**config.mk**
```make
export PLATFORM = sky130hd
export DESIGN_NAME = dcnt_timer
export DESIGN_NICKNAME = d
export VERILOG_FILES = /design/src/rtl/dcnt_pkg.sv /design/src/rtl/dcnt_prescaler.sv /design/src/rtl/dcnt_core.sv /design/src/rtl/dcnt_regs.sv /design/src/rtl/dcnt_timer.sv
export SDC_FILE = /design/constraint.sdc
export NUM_CORES = 1
export LEC_CHECK = 0
export CAP_MARGIN = 20
export CORE_ASPECT_RATIO = 0.9
export CORE_MARGIN = 2
export CORE_UTILIZATION = 40
export DETAILED_ROUTE_END_ITERATION = 8
export GPL_ROUTABILITY_DRIVEN = 0
export PLACE_DENSITY = 0.72
export SLEW_MARGIN = 30
export SYNTH_ARGS = -nofsm -noshare
export SYNTH_HDL_FRONTEND = slang
export SYNTH_HIERARCHICAL = 1
export SYNTH_SLANG_ARGS = --single-unit
```
**constraint.sdc**
```tcl
create_clock -name clk -period 2.95 [get_ports clk]
set_clock_uncertainty 0.15 [all_clocks]
set_input_delay 0.885 -clock clk [delete_from_list [all_inputs] [get_ports clk]]
set_output_delay 0.885 -clock clk [all_outputs]
set_load 0.02 [all_outputs]
```
**src/rtl/dcnt_pkg.sv**
```systemverilog
package dcnt_pkg;
  typedef enum logic [1:0] {
    A_CTL = 2'd0,
    A_CNT = 2'd1,
    A_STS = 2'd2,
    A_RSV = 2'd3
  } reg_addr_e;

  localparam int B_IE  = 7;
  localparam int B_MOD = 6;
  localparam int B_RDS = 5;
  localparam int B_PRE = 4;
  localparam int B_EN  = 2;
  localparam int B_FLD = 1;

  typedef struct packed {
    logic ie;
    logic mod_en;
    logic rd_load;
    logic pre_hi;
    logic en;
  } ctl_t;
endpackage

```
**src/rtl/dcnt_prescaler.sv**
```systemverilog
module dcnt_prescaler #(
  parameter int DIV_LO = 64,
  parameter int DIV_HI = 512
) (
  input  logic clk,
  input  logic rst,
  input  logic run,
  input  logic restart,
  input  logic sel_hi,
  output logic tick
);
  localparam int PW = $clog2(DIV_HI);
  localparam logic [PW-1:0] LAST_LO = PW'(DIV_LO - 1);
  localparam logic [PW-1:0] LAST_HI = PW'(DIV_HI - 1);

  logic [PW-1:0] pcnt;

  assign tick = run && (pcnt == (sel_hi ? LAST_HI : LAST_LO));

  always_ff @(posedge clk) begin
    if (rst || !run || restart || tick) pcnt <= '0;
    else                                pcnt <= pcnt + 1'b1;
  end
endmodule

```
**src/rtl/dcnt_core.sv**
```systemverilog
module dcnt_core #(
  parameter int CW = 16
) (
  input  logic          clk,
  input  logic          rst,
  input  logic          en,
  input  logic          mod_en,
  input  logic          pre_sel,
  input  logic          tick,
  input  logic          cnt_wr,
  input  logic [CW-1:0] wr_val,
  input  logic          force_ld,
  input  logic          flag_clr,
  output logic [CW-1:0] cnt,
  output logic [CW-1:0] load,
  output logic          pre_act,
  output logic          flag
);
  localparam logic [CW-1:0] ONES = '1;
  localparam logic [CW-1:0] ONE  = CW'(1);

  logic underflow;
  assign underflow = en && !cnt_wr && !force_ld && tick && (cnt == ONE);

  always_ff @(posedge clk) begin
    if (rst) begin
      cnt     <= ONES;
      load    <= '0;
      pre_act <= 1'b0;
      flag    <= 1'b0;
    end else begin
      if (cnt_wr) load <= wr_val;

      if (!en) begin
        cnt <= ONES;
      end else if (cnt_wr) begin
        cnt     <= wr_val;
        pre_act <= pre_sel;
      end else if (force_ld) begin
        cnt     <= load;
        pre_act <= pre_sel;
      end else if (tick) begin
        if (cnt != '0) begin
          cnt <= cnt - 1'b1;
        end else if (mod_en) begin
          cnt     <= load;
          pre_act <= pre_sel;
        end
      end

      if (underflow)     flag <= 1'b1;
      else if (flag_clr) flag <= 1'b0;
    end
  end
endmodule

```
**src/rtl/dcnt_regs.sv**
```systemverilog
module dcnt_regs
  import dcnt_pkg::*;
#(
  parameter int CW = 16
) (
  input  logic          clk,
  input  logic          rst,
  input  logic          bus_wr,
  input  logic          bus_rd,
  input  logic [1:0]    bus_addr,
  input  logic [CW-1:0] bus_wdata,
  input  logic [CW-1:0] cnt,
  input  logic [CW-1:0] load,
  input  logic          flag,
  output ctl_t          ctl,
  output logic          cnt_wr,
  output logic          force_ld,
  output logic          flag_clr,
  output logic [CW-1:0] bus_rdata
);
  reg_addr_e adr;
  logic [7:0] ctl_byte;

  assign adr      = reg_addr_e'(bus_addr);
  assign cnt_wr   = bus_wr && (adr == A_CNT);
  assign force_ld = bus_wr && (adr == A_CTL) && bus_wdata[B_FLD];
  assign flag_clr = bus_wr && (adr == A_STS) && bus_wdata[0];

  always_comb begin
    ctl_byte        = '0;
    ctl_byte[B_IE]  = ctl.ie;
    ctl_byte[B_MOD] = ctl.mod_en;
    ctl_byte[B_RDS] = ctl.rd_load;
    ctl_byte[B_PRE] = ctl.pre_hi;
    ctl_byte[B_EN]  = ctl.en;
  end

  always_ff @(posedge clk) begin
    if (rst) begin
      ctl <= '0;
    end else if (bus_wr && adr == A_CTL) begin
      ctl.ie      <= bus_wdata[B_IE];
      ctl.mod_en  <= bus_wdata[B_MOD];
      ctl.rd_load <= bus_wdata[B_RDS];
      ctl.pre_hi  <= bus_wdata[B_PRE];
      ctl.en      <= bus_wdata[B_EN];
    end
  end

  always_ff @(posedge clk) begin
    if (rst) begin
      bus_rdata <= '0;
    end else if (bus_rd) begin
      unique case (adr)
        A_CTL:   bus_rdata <= CW'(ctl_byte);
        A_CNT:   bus_rdata <= ctl.rd_load ? load : cnt;
        A_STS:   bus_rdata <= CW'(flag);
        default: bus_rdata <= '0;
      endcase
    end
  end
endmodule

```
**src/rtl/dcnt_timer.sv**
```systemverilog
module dcnt_timer
  import dcnt_pkg::*;
#(
  parameter int CW     = 16,
  parameter int DIV_LO = 64,
  parameter int DIV_HI = 512
) (
  input  logic          clk,
  input  logic          rst,
  input  logic          bus_wr,
  input  logic          bus_rd,
  input  logic [1:0]    bus_addr,
  input  logic [CW-1:0] bus_wdata,
  output logic [CW-1:0] bus_rdata,
  output logic          irq_o
);
  ctl_t          ctl;
  logic          cnt_wr, force_ld, flag_clr;
  logic          tick, pre_act, flag_q, restart;
  logic          en_q, mod_q, ie_q;
  logic [CW-1:0] cnt_q, load_q;

  assign en_q    = ctl.en;
  assign mod_q   = ctl.mod_en;
  assign ie_q    = ctl.ie;
  assign restart = en_q && (cnt_wr || force_ld);
  assign irq_o   = flag_q && ie_q;

  dcnt_regs #(.CW(CW)) u_regs (
    .clk(clk), .rst(rst), .bus_wr(bus_wr), .bus_rd(bus_rd),
    .bus_addr(bus_addr), .bus_wdata(bus_wdata),
    .cnt(cnt_q), .load(load_q), .flag(flag_q),
    .ctl(ctl), .cnt_wr(cnt_wr), .force_ld(force_ld),
    .flag_clr(flag_clr), .bus_rdata(bus_rdata)
  );

  dcnt_prescaler #(.DIV_LO(DIV_LO), .DIV_HI(DIV_HI)) u_pre (
    .clk(clk), .rst(rst), .run(en_q), .restart(restart),
    .sel_hi(pre_act), .tick(tick)
  );

  dcnt_core #(.CW(CW)) u_core (
    .clk(clk), .rst(rst), .en(en_q), .mod_en(mod_q),
    .pre_sel(ctl.pre_hi), .tick(tick), .cnt_wr(cnt_wr),
    .wr_val(bus_wdata), .force_ld(force_ld), .flag_clr(flag_clr),
    .cnt(cnt_q), .load(load_q), .pre_act(pre_act), .flag(flag_q)
  );
endmodule

```
; After elaboration in Yosys (flattened, before gate mapping)
; Index checks and enable logic that the tools add are counted.
[word_totals]
elab_cells = 62
reg_bits = 64
inputBits = 22
[op_classes]
n_addsub = 2
muxes = 15
n_reduce_logical = 28
n_bitwise = 1
n_eq_ne = 5
[op_table]
columns = cell, n
row1 = $mux W16, 6
row2 = $pmux W16 S3, 1
row3 = $eq A16 B1 Y1 const B, 1
row4 = $reduce_bool A16 Y1, 1
row5 = $sub A16 B1 Y16 const B, 1
row6 = $logic_and A1 B1 Y1, 12
row7 = $add A9 B1 Y9 const B, 1
row8 = $eq A9 B9 Y1, 1
row9 = $mux W9, 1
row10 = $mux W1, 7
row11 = $reduce_bool A3 Y1, 2
row12 = $logic_or A1 B1 Y1, 4
row13 = $reduce_and A4 Y1, 1
row14 = $reduce_bool A4 Y1, 1
row15 = $logic_not A1 Y1, 3
row16 = $ne A3 B3 Y1 const B, 1
row17 = $eq A2 B1 Y1 const B, 1
row18 = $eq A2 B2 Y1 const B, 1
row19 = $logic_not A2 Y1, 1
row20 = $reduce_and A2 Y1, 1
row21 = $reduce_bool A2 Y1, 1
row22 = $reduce_or A2 Y1, 1
row23 = $not A1 Y1, 1

; Logic depth before layout (Yosys ltp)
; Gate-level depths: netlist of run 1.
[logic_depth]
ltp_word = 8
mapped_depth = 9

; Cells and area by module
; Netlist of run 1, hierarchy kept.
[by_module_without_submodules]
columns = module, area_per_inst_um2, cells_each, instances
row1 = dcnt_core, 1930.6, 232, 1
row2 = dcnt_regs, 1073.5, 114, 1
row3 = dcnt_prescaler, 424.2, 46, 1
row4 = dcnt_timer, 13.8, 2, 1

; Worst setup path before layout of run 1
; Ideal clock, no wire load.
[synth_timing]
kind = in2reg
start = input bus_addr[0]
end = register u_core.cnt[8]
cell_stages = 9
setup_time_ps = 122
slack_ps = 184
t_arrival_ps = 2494
required_ps = 2678
path_cell_list = nor3b_4 and2_1 or2_2 clkbuf_1 nor2_1 a21oi_2 buf_6 nand3_1 o32a_1
[synth_via]
elab_chain_len = 5
elab_cells_between_ends = 10
[synth_lines]
columns = element, line_no
row1 = "start, declared", dcnt_timer.sv:12  ; input logic [1:0] bus_addr,
row2 = $logic_not A2 Y1 (*), dcnt_regs.sv:26  ; assign force_ld = bus_wr && (adr == A_CTL) && bus_wdata[B_FLD];
row3 = $logic_and A1 B1 Y1 (*) (2 in series), dcnt_regs.sv:26
row4 = net force_ld, dcnt_timer.sv:18  ; logic cnt_wr, force_ld, flag_clr;
row5 = $reduce_bool A4 Y1 (no line) (tied with other cells), --
row6 = $reduce_and A2 Y1 (no line) or $mux W16 (tied branches), --
row7 = "end signal, assigned", dcnt_core.sv:40  ; cnt <= load;
row8 = "end signal, assigned", dcnt_core.sv:44  ; cnt <= cnt - 1'b1;
row9 = "end signal, assigned", dcnt_core.sv:46  ; cnt <= load;
row10 = "end, declared", dcnt_core.sv:14  ; output logic [CW-1:0] cnt,
; The timed path passes the listed nets; every way through them passes the cells marked *.
; A chain may end at the register's enable or synchronous reset.

; Final worst setup path of run 1
[layout_timing]
start = input bus_addr[1]
end = register u_pre.pcnt[6]
[layout_via]
elab_cells_between_ends = 9
[layout_rtl]
columns = element, line_no
row1 = $eq A2 B1 Y1, dcnt_regs.sv:25  ; assign cnt_wr = bus_wr && (adr == A_CNT);
row2 = $logic_and A1 B1 Y1, dcnt_regs.sv:25
row3 = net cnt_wr, dcnt_timer.sv:18
row4 = $logic_or A1 B1 Y1, dcnt_timer.sv:26  ; assign restart = en_q && (cnt_wr || force_ld);
row5 = $logic_and A1 B1 Y1, dcnt_timer.sv:26
row6 = net restart, dcnt_timer.sv:19  ; logic tick, pre_act, flag_q, restart;
row7 = $logic_or A1 B1 Y1 (2 in series), dcnt_prescaler.sv:21  ; if (rst || !run || restart || tick) pcnt <= '0;
row8 = "end signal, assigned", dcnt_prescaler.sv:22  ; else pcnt <= pcnt + 1'b1;
row9 = "end, declared", dcnt_prescaler.sv:16  ; logic [PW-1:0] pcnt;
; The timed path passes the listed nets, and every way through them passes these cells.

==> reports/qor.yml, run 1 <==
critical_path:
  crit_required_ps: 3080
  timing.rr.start: "u_pre/pcnt[6]$_SDFF_PP0_"
  endpoint: "u_pre/pcnt[6]$_SDFF_PP0_"
  rr_worst_depth: 8
  cp.arrival_ps: 2950
  endpoint_kind: "flip-flop"
  reg2reg_slack_ps: 500
  crit_path_start_kind: "input port"
  cp_max_fo: 5
  cp-startpoint: "bus_addr[1]"
  rr_endpoint: "u_core/cnt[7]$_SDFFE_PP1P_"
  crit_type: "in -> reg"
cts:
  clock_latency_ps: 350
  cts_hold_buffers: 0
  cts_sinks: 64
  htreeDepth: 3
  post_cts_resized: 0
  clk_pin_slew_ps: 60
  cts_root_buffer: "clkbuf_8"
  cts_tree: "yes"
  clock_path_buffers: 2
  cts_setup_buffers: 0
  numCtsBuffers: 9
cells_and_area:
  fin_cells: 571
  areaGrowthSynthToFinish_pct: 24.0
  antennaDiodeCount: 0
  drive_above_1_share_pct: 15.5
  fin_nets: 473
floorplanning:
  dieWidth_um: 102
  io_pins: 39
  fp-row-count: 32
  start_util_pct: 40.7
  fp.coreArea_mm2: 0.00845
  dieArea_mm2: 0.00936
  die_y_um: 92.0
detailed_routing:
  routed_wl_mm: 8.89
  drtPass1Iterations: 4
  drc: 0
  drt_iter0_drc: 273
  wl_per_cell_um: 15.6
  via_count: 3153
  final_antenna_net_count: 0
  avgViaCountPerCell: 5.52
flow_run:
  drv_cap: 0
sta:
  setup-tns-final_ps: 0
  rsz0062_at_grt: "false"
  final.min_clock_period_ps: 2820
  timing.fmax_mhz: 355
  setup_viol: 0
  period_share_pct: 95.6
  maxSlewHeadroom_pct: 61.2
  worstMarginPinSlew_ps: 577
  finalMaxSlewViolations: 0
  hold_violations: 0
  hold_ws_ps: 312
power:
  combinationalPowerShare_pct: 11.4
  p_int_mw: 1.40
  pwr-share-seq_pct: 48.1
  ir_worst_vdd_uv: 164
  clock_power_share_pct: 40.5
  p_sw_mw: 0.468
  netSwitchingFraction_pct: 25.0
  leakage_nw: 1.51
  p_per_area_mw_per_mm2: 438
yosys:
  synth_nets: 420
  syn_area_mm2: 0.00344
  syn_avg_cell_area_um2: 8.74
  ys_seq_elements: 64
  synth_edf_count: 0
  ys_seq_area_share_pct: 37.2
  ys_warn_count: 6
  synth_cells: 394
  ys.flop_type: "dfxtp_1"
  async_flop_share_pct: 0
  synth_cell_types: 61
place:
  port_buffers: 38
  dpl.hpwl_mm: 6.41
  place_inst: 555
hold_path:
  hold_class: "reg -> reg"
  min_path_cells: 2
global_route:
  grt_util_all_layers_pct: 19.8
  grt_pass1_vias: 3025
  antenna_found_initial: 0
  grt.overflow.total: 0
  grt_max_degree: 27
  grt_pass1_wl_mm: 14.6
outcome:
  status: "finished clean"
[cell families (layout without fill, tap and decap cells)]
kind of cell | after synthesis | after routing | synth area share [%]
AOI/OAI and AO/OA | 102 | 102 | 19.7
xor gates and xnor gates | 12 | 12 | 3.05
muxes | 29 | 29 | 9.74
DFF | 64 | 64 | 37.2
and+or+nand+nor | 153 | 153 | 24.6
buffers and inverters | 30 | 88 | 4.29
adders and majority gates | 4 | 4 | 1.45
[registers in the layout (all words and copies together) (netlist names)]
| name | cells |
|---|---|
| u_regs/ctl | 5 |
| u_core/cnt | 16 |
| u_core/flag | 1 |
| u_core/load | 16 |
| u_pre/pcnt | 9 |
| u_core/pre_act | 1 |
| u_regs/bus_rdata | 16 |
[worst max-delay path: stages]
cell and delay [ps]:
clkdlybuf4s50_1 470, and2b_2 220, and2_1 200, o21a_1 190, or3b_1 370, or4_1 450, o22ai_2 160
[Yosys cell counts, drive strengths merged, types with 2 or more instances]
cell type	instances	share of area [%]
or3	2	0.36
o211ai	5	1.1
a221oi	2	0.51
mux2	15	5.7
clkbuf	15	1.6
or4	7	1.6
nand3b	4	0.87
mux2i	14	4.1
and2b	2	0.47
nor3	11	1.6
o311ai	2	0.51
nor2b	11	2.0
nor3b	3	1.1
nand3	10	1.5
inv	6	0.65
a21oi	36	5.3
o32a	3	0.87
nand2b	12	2.2
nand2	20	2.2
ha	4	1.5
and2	5	0.91
o31ai	5	1.1
a211oi	10	2.2
xnor2	6	1.5
a22o	3	0.76
dfxtp	64	37
buf	9	2.0
a41oi	5	1.3
or2	2	0.36
nor4	6	1.7
xor2	6	1.5
o21ai	17	2.5
a22oi	4	0.87
nand4	7	1.5
nor2	46	5.0
[power by group through the flow]
stage	Combinational, mW	Sequential, mW	Clock [mW]
2_1_floorplan	0.103	0.927	0
3_3_place_gp	0.208	0.919	0
3_5_place_dp	0.210	0.919	0
4_1_cts	0.212	0.900	0.778
5_1_grt	0.228	0.902	0.817
6_report	0.212	0.900	0.758
[layout by cell type, fill, tap and decap left out, types with 11 or more instances in the layout]
| cell | instances |
|---|---|
| a21oi_1 | 35 |
| buf_4 | 27 |
| clkdlybuf4s50_1 | 38 |
| dfxtp_1 | 64 |
| mux2i_1 | 14 |
| nand2_1 | 20 |
| nand2b_1 | 12 |
| nor2_1 | 46 |
| nor2b_1 | 11 |
| nor3_1 | 11 |
| o21ai_0 | 17 |
[area by class of cell]
type / instances / area (µm²)
Fill cell: 779 / 4180
Clock buffer: 11 / 141
Sequential cell: 64 / 1280
Clock inverter: 5 / 56.3
Multi-Input combinational cell: 300 / 2010
Timing Repair Buffer: 66 / 603
Tap cell: 119 / 149
Inverter: 6 / 22.5
[metrics by stage]
stage / total power, mW / setup slack, ps / cell area [µm²] / util [%]
detailed placement: 1.13 / -213 / 4070 / 48.2
CTS: 1.89 / 151 / 4270 / 50.5
finish: 1.87 / 131 / 4270 / 50.5
global route: 1.95 / 43.3 / 4270 / 50.5
floorplan: 1.03 / 184 / 3440 / -
global placement: 1.13 / -153 / 4070 / 48.2
[worst min-delay path by stage]
stage | from | end | slack (ps)
3_3_place_gp | u_regs/bus_rdata[5]$_SDFFE_PP0P_ | u_regs/bus_rdata[5]$_SDFFE_PP0P_ | 300
6_report | u_regs/bus_rdata[5]$_SDFFE_PP0P_ | u_regs/bus_rdata[5]$_SDFFE_PP0P_ | 310
3_5_place_dp | u_regs/bus_rdata[5]$_SDFFE_PP0P_ | u_regs/bus_rdata[5]$_SDFFE_PP0P_ | 310
5_1_grt | u_regs/bus_rdata[5]$_SDFFE_PP0P_ | u_regs/bus_rdata[5]$_SDFFE_PP0P_ | 350
4_1_cts | u_regs/bus_rdata[5]$_SDFFE_PP0P_ | u_regs/bus_rdata[5]$_SDFFE_PP0P_ | 320
2_1_floorplan | u_pre/pcnt[0]$_SDFF_PP0_ | u_pre/pcnt[0]$_SDFF_PP0_ | 300
[per-layer routing]
layer  share of wire (%)  GRT usage (%)  routed length [µm]
met5                   0              0                   0
met1                  44           26.8                3920
met2                  47           31.1                4180
met4                 1.7           6.42                 150
met3                 7.2           4.50                 637
Power figures use the tool's default switching activity.
==> run 2, diff against run 1 <==
- HOLD_SLACK_MARGIN: default -> 0.06
==> results of run 2 <==
The final DEF is identical to that of run 1; final timing and power are the same.
